### src/rtl/gpio_pkg.sv
`timescale 1ns/1ps
package gpio_pkg;
    // Kind of bus access decoded from the address
    typedef enum logic [1:0] {
        ACC_NONE = 2'd0,
        ACC_DATA = 2'd1,
        ACC_DIR  = 2'd2
    } acc_e;
endpackage

### src/rtl/gpio_sync.sv
`timescale 1ns/1ps
module gpio_sync #(
    parameter int WIDTH  = 8,
    parameter int STAGES = 2
) (
    input  logic             clk,
    input  logic             rst_n,
    input  logic [WIDTH-1:0] async_in,
    output logic [WIDTH-1:0] sync_out
);
    logic [WIDTH-1:0] chain [STAGES];

    generate
        for (genvar s = 0; s < STAGES; s++) begin : g_stage
            if (s == 0) begin : g_first
                always_ff @(posedge clk or negedge rst_n) begin
                    if (!rst_n) chain[0] <= '0;
                    else        chain[0] <= async_in;
                end
            end else begin : g_rest
                always_ff @(posedge clk or negedge rst_n) begin
                    if (!rst_n) chain[s] <= '0;
                    else        chain[s] <= chain[s-1];
                end
            end
        end
    endgenerate

    assign sync_out = chain[STAGES-1];
endmodule

### src/rtl/gpio_decode.sv
`timescale 1ns/1ps
module gpio_decode
    import gpio_pkg::*;
#(
    parameter int NPINS  = 8,
    parameter int ADDR_W = 12
) (
    input  logic [ADDR_W-1:0] addr,
    output acc_e              kind,
    output logic [NPINS-1:0]  mask
);
    localparam int MASK_LSB = 2;
    localparam int WIN_LSB  = NPINS + MASK_LSB;
    localparam int WORD_W   = ADDR_W - MASK_LSB;
    localparam logic [WORD_W-1:0] DIR_WORD = WORD_W'(1) << NPINS;

    logic in_window;
    logic at_dir;

    always_comb begin
        in_window = (addr[ADDR_W-1:WIN_LSB] == '0);
        at_dir    = (addr[ADDR_W-1:MASK_LSB] == DIR_WORD);
        if (in_window)   kind = ACC_DATA;
        else if (at_dir) kind = ACC_DIR;
        else             kind = ACC_NONE;
    end

    assign mask = addr[WIN_LSB-1:MASK_LSB];
endmodule

### src/rtl/gpio_regs.sv
`timescale 1ns/1ps
module gpio_regs #(
    parameter int NPINS = 8
) (
    input  logic             clk,
    input  logic             rst_n,
    input  logic             wr_dir,
    input  logic             wr_data,
    input  logic [NPINS-1:0] wdata,
    input  logic [NPINS-1:0] mask,
    output logic [NPINS-1:0] dir_q,
    output logic [NPINS-1:0] out_q
);
    logic [NPINS-1:0] out_d;

    // Per-pin write enable: selected by the mask and configured as output
    always_comb begin
        for (int n = 0; n < NPINS; n++) begin
            out_d[n] = (wr_data && mask[n] && dir_q[n]) ? wdata[n] : out_q[n];
        end
    end

    always_ff @(posedge clk or negedge rst_n) begin
        if (!rst_n) begin
            dir_q <= '0;
            out_q <= '0;
        end else begin
            if (wr_dir) dir_q <= wdata;
            out_q <= out_d;
        end
    end

    AST_RESET_CLEAR: assert property (@(posedge clk) $rose(rst_n) |-> (dir_q == '0 && out_q == '0));
    AST_DIR_LOAD: assert property (@(posedge clk) disable iff (!rst_n) wr_dir |=> dir_q == $past(wdata));
    AST_OUT_HOLD: assert property (@(posedge clk) disable iff (!rst_n) !wr_data |=> $stable(out_q));
    AST_OUT_GATED: assert property (@(posedge clk) disable iff (!rst_n)
        wr_data |=> ((out_q ^ $past(out_q)) & ~($past(mask) & $past(dir_q))) == '0);
endmodule

### src/rtl/gpio_masked_port.sv
`timescale 1ns/1ps
module gpio_masked_port
    import gpio_pkg::*;
#(
    parameter int NPINS  = 8,
    parameter int ADDR_W = 12,
    parameter int DATA_W = 32
) (
    input  logic              clk,
    input  logic              rst_n,
    input  logic              bus_sel,
    input  logic              bus_wr,
    input  logic [ADDR_W-1:0] bus_addr,
    input  logic [DATA_W-1:0] bus_wdata,
    output logic [DATA_W-1:0] bus_rdata,
    input  logic [NPINS-1:0]  pad_in,
    output logic [NPINS-1:0]  pad_out,
    output logic [NPINS-1:0]  pad_oe
);
    localparam int SYNC_STAGES = 2;

    acc_e             kind;
    logic [NPINS-1:0] mask;
    logic [NPINS-1:0] dir_q;
    logic [NPINS-1:0] out_q;
    logic [NPINS-1:0] pin_sync;
    logic [NPINS-1:0] level;
    logic             wr_dir;
    logic             wr_data;
    logic             rd_en;

    gpio_decode #(.NPINS(NPINS), .ADDR_W(ADDR_W)) u_decode (
        .addr (bus_addr),
        .kind (kind),
        .mask (mask)
    );

    gpio_sync #(.WIDTH(NPINS), .STAGES(SYNC_STAGES)) u_sync (
        .clk      (clk),
        .rst_n    (rst_n),
        .async_in (pad_in),
        .sync_out (pin_sync)
    );

    assign wr_dir  = bus_sel && bus_wr && (kind == ACC_DIR);
    assign wr_data = bus_sel && bus_wr && (kind == ACC_DATA);
    assign rd_en   = bus_sel && !bus_wr;

    gpio_regs #(.NPINS(NPINS)) u_regs (
        .clk     (clk),
        .rst_n   (rst_n),
        .wr_dir  (wr_dir),
        .wr_data (wr_data),
        .wdata   (bus_wdata[NPINS-1:0]),
        .mask    (mask),
        .dir_q   (dir_q),
        .out_q   (out_q)
    );

    // Output pins read back their driven value, input pins the synchronized level
    assign level = (dir_q & out_q) | (~dir_q & pin_sync);

    always_comb begin
        bus_rdata = '0;
        if (rd_en) begin
            unique case (kind)
                ACC_DATA: bus_rdata[NPINS-1:0] = level & mask;
                ACC_DIR:  bus_rdata[NPINS-1:0] = dir_q;
                ACC_NONE: bus_rdata = '0;
                default:  bus_rdata = '0;
            endcase
        end
    end

    assign pad_oe  = dir_q;
    assign pad_out = out_q;

    AST_RD_MASKED: assert property (@(posedge clk) disable iff (!rst_n)
        (rd_en && kind == ACC_DATA) |-> (bus_rdata[NPINS-1:0] & ~bus_addr[NPINS+1:2]) == '0);
    AST_RD_UPPER_ZERO: assert property (@(posedge clk) disable iff (!rst_n)
        bus_rdata[DATA_W-1:NPINS] == '0);
    AST_RD_UNMAPPED: assert property (@(posedge clk) disable iff (!rst_n)
        (!rd_en || kind == ACC_NONE) |-> bus_rdata == '0);
    AST_RD_DIR: assert property (@(posedge clk) disable iff (!rst_n)
        (rd_en && kind == ACC_DIR) |-> bus_rdata[NPINS-1:0] == pad_oe);
    AST_RD_OUTPUT_PIN: assert property (@(posedge clk) disable iff (!rst_n)
        (rd_en && kind == ACC_DATA) |-> ((bus_rdata[NPINS-1:0] ^ pad_out) & pad_oe & mask) == '0);
endmodule

### config.mk
export PLATFORM = sky130hd
export DESIGN_NAME = gpio_masked_port
export DESIGN_NICKNAME = d
export VERILOG_FILES = /design/src/rtl/gpio_pkg.sv /design/src/rtl/gpio_sync.sv /design/src/rtl/gpio_decode.sv /design/src/rtl/gpio_regs.sv /design/src/rtl/gpio_masked_port.sv
export SDC_FILE = /design/constraint.sdc
export NUM_CORES = 1
export LEC_CHECK = 0
export ABC_AREA = 1
export BUFFER_PORTS_ARGS = -buffer_cell sky130_fd_sc_hd__buf_4
export CELL_PAD_IN_SITES_DETAIL_PLACEMENT = 0
export CELL_PAD_IN_SITES_GLOBAL_PLACEMENT = 1
export CORE_MARGIN = 8
export CORE_UTILIZATION = 31
export CTS_BUF_LIST = sky130_fd_sc_hd__clkbuf_2
export DETAILED_ROUTE_END_ITERATION = 16
export MAX_ROUTING_LAYER = met4
export PLACE_DENSITY_LB_ADDON = 0.1
export SETUP_SLACK_MARGIN = 0.5
export SLEW_MARGIN = 15
export SYNTH_ARGS = -nofsm -noshare
export SYNTH_HDL_FRONTEND = slang
export SYNTH_HIERARCHICAL = 1
export SYNTH_SLANG_ARGS = --single-unit
### constraint.sdc
create_clock -name clk -period 1.5 [get_ports clk]
set_clock_uncertainty 0.1 [all_clocks]
set_input_delay 0.075 -clock clk [delete_from_list [all_inputs] [get_ports clk]]
set_output_delay 0.075 -clock clk [all_outputs]
set_load 0.05 [all_outputs]
==> flow_summary.toml <==
[timing]
fmax_mhz = 637.1
layout_setup_ws_ns = -0.06961
final_hold_viol_count = 0
slew_viol_final = 0
fin_crit_sh_pct = 104.6
period_minus_slack_ns = 1.570
finalSetupViolations = 8
rsz0062_at_grt = "true"

[place]
dp_cells = 353
numPortBuffers = 53
place_hpwl_mm = 3.459
gp_congestion = 0.7085
placed_cell_area_um2 = 2253
dpl_worst_slack_ns = -0.2101

[synth]
syn_area_per_cell_um2 = 7.935
ys.flop_type = "dfrtp_1"
synth_mux_area_share_pct = 0
synthAdderAreaFrac_pct = 2.022
synth_common_cells = "nand2_1 (57), inv_1 (44), buf_4 (42)"
yosys_register_bits = 32
synthDominantCellAreaShare_pct = 43.13
ys_async_sr_fraction_pct = 100.0
syn-cell-area_um2 = 1857
yosysMostFrequentCell = "nand2_1"
synth_area_leader_cell = "dfrtp_1"
synth_top_family_by_area = "buffers and inverters"
synth_compound_area_share_pct = 4.313
yosys.area_share.xor_xnor_pct = 0
synth_edf_count = 0
netlist_top_cells_area = "dfrtp_1 (43%), buf_4 (17%), nand2_1 (12%)"
seq_area_frac_synth_pct = 43.13
synthSimpleGateAreaFrac_pct = 21.90
synth_cell_type_count = 18
synth_cells = 234
yosysWarningCount = 6

[drt]
first_pass_iters = 4
drtIter0Drc = 52
drc = 0
wirelength_mm = 5.210
wl_per_cell_um = 13.16
vias = 1616
routed_via_density = 4.081
final_antenna_net_count = 0

[final_layout]
diodes = 0
utilization_pct = 50.19
fin_area_um2 = 2937
fin_nets = 382
final_layout_size_suffix_gt1_share_pct = 38.63
final-instance-count-excl-fill = 396
syn2layout_area_growth_pct = 58.15

[clock_tree]
cts_made_buffers = 5
worst_skew_pair.late_latency_ns = 0.35
path_clk_slew_ns = 0.15
cts_buffer_depth = 2
root_buffer = "clkbuf_2"
h-tree-depth = 2
cts_tree = "built"
clkSinkCount = 32

[global_routing]
grt_max_degree = 33
antenna_found_initial = 0
track_usage_pct = 12.87
grt_pass1_wl_mm = 8.652
gr-total-overflow = 0
grt_pass1_vias = 1767

[critical_path]
end_kind = "output pin"
worst_r2r_endpoint = "u_regs/out_q[2]"
cp_data_required_time_ns = 1.32
r2r_setup_slack_ns = 0.39
worstSetupPathType = "in2out"
critPathMaxFanout = 5
worst-r2r-cell-count = 5
reg2reg_from = "u_regs/dir_q[2]"
worstSetupStartpointType = "primary input"
cp.arrival_ns = 1.39

[power]
switchingPower_uw = 805.7
vdd_ir_drop_max_uv = 399.0
p_int_mw = 1.294
power_leakage_nw = 1.517
total_power_mw = 2.100
pwr-share-seq_pct = 47.0
swShare_pct = 38.37
p_per_area_nw_per_um2 = 715.1
p_comb_share_pct = 36.0
clkPwrFrac_pct = 17.0

[floorplanning]
die_h_um = 93.39
start_util_pct = 31.74
rows = 28
pin_count = 104
coreArea_um2 = 5851
die_w_um = 93.39
die_area_um2 = 8722

[hold_path]
hold_class = "in2async"

[status]
violations = "setup timing"
status = "complete, but fails checks"

[job]
maxCapViolations = 0
## cell type report
| type | instances | area [um2] |
|---|---|---|
| Tap cell | 75 | 93.84 |
| Clock buffer | 5 | 25.02 |
| Sequential cell | 32 | 810.8 |
| Fill cell | 603 | 2914 |
| Multi-Input combinational cell | 137 | 825.8 |
| Inverter | 44 | 172.7 |
| Timing Repair Buffer | 103 | 1008 |
## cell usage in the layout, fill, tap and decap left out, types with 4 or more instances in the layout
| cell type | instances |
|---|---|
| nand4_1 | 8 |
| dlygate4sd3_1 | 25 |
| buf_8 | 9 |
| nand3_2 | 9 |
| nand3_1 | 8 |
| conb_1 | 24 |
| and3_4 | 4 |
| dfrtp_2 | 8 |
| buf_6 | 28 |
| nor2_4 | 5 |
| buf_4 | 41 |
| clkbuf_2 | 5 |
| dfrtp_1 | 24 |
| a21oi_4 | 6 |
| o21ai_0 | 6 |
| inv_1 | 42 |
| nand2_1 | 56 |
## state kept, by name, indices dropped and copies added (netlist names)
register,count
u_regs/out_q,8
u_sync/sync_out,8
u_sync/chain,8
u_regs/dir_q,8
## cell families (layout without fill, tap and decap cells)
group,count (synthesis),after routing
adders and majority gates,3,3
buffers and inverters,90,152
DFF,32,32
and+or+nand+nor,92,94
other,1,24
AOI/OAI and AO/OA,16,16
## power by group through the flow
stage	sequential, mW	combinational (mW)	clock, mW
final	0.986	0.756	0.358
after global routing	0.994	0.803	0.426
after CTS	0.987	0.735	0.384
after detailed placement	0.995	0.628	0
after global placement	0.995	0.628	0
after floorplan	1.15	0.332	0
## what timing repair did
action                                  in CTS  in global routing
buffers inserted                             3                  8
pin swaps                                    9                  9
resized for setup                           61                 20
endpoints found under the setup margin      40                 40
endpoints found under the hold margin       56                  0
gates cloned                                 2                  0
hold buffers                                25                  0
## stage by stage
step	TNS [ns]	hold WS [ns]
after global routing	-1.079	0.06026
after detailed placement	-3.583	-0.05624
after global placement	-4.120	-0.05210
after CTS	-0.6509	0.06503
final	-0.3952	0.07806
after floorplan	-1.607	-0.3206
## metal layers
metal | share of wire [%] | wire length, um | global-route usage, % | vias to the layer above
met4 | 0.90 | 47 | 4.430 | 0
met1 | 47 | 2432 | 15.74 | 731
met5 | 0 | 0 | - | -
met2 | 48 | 2506 | 20.74 | 54
met3 | 4.3 | 223 | 2.404 | 5
li1 | - | - | - | 826
## critical path, cell delays in order
cell      delay [ns]
buf_4           0.13
nor2_4          0.10
nand2_2         0.05
nor2_2          0.12
ha_1            0.23
nand3b_1        0.20
buf_6           0.18
a21oi_4         0.14
buf_8           0.16
## worst max path at each step
stage | cells past startpoint | to | slack, ns | start
6_report | 9 | bus_rdata[6] | -0.07 | bus_addr[9]
5_1_grt | 9 | bus_rdata[6] | -0.16 | bus_addr[6]
4_1_cts | 10 | bus_rdata[5] | -0.09 | bus_addr[10]
3_5_place_dp | 12 | u_regs/out_q[4] | -0.21 | bus_addr[10]
3_3_place_gp | 12 | u_regs/out_q[5] | -0.23 | bus_addr[10]
2_1_floorplan | 7 | bus_rdata[0] | -0.22 | bus_addr[10]
(Power assumes the default switching activity.)
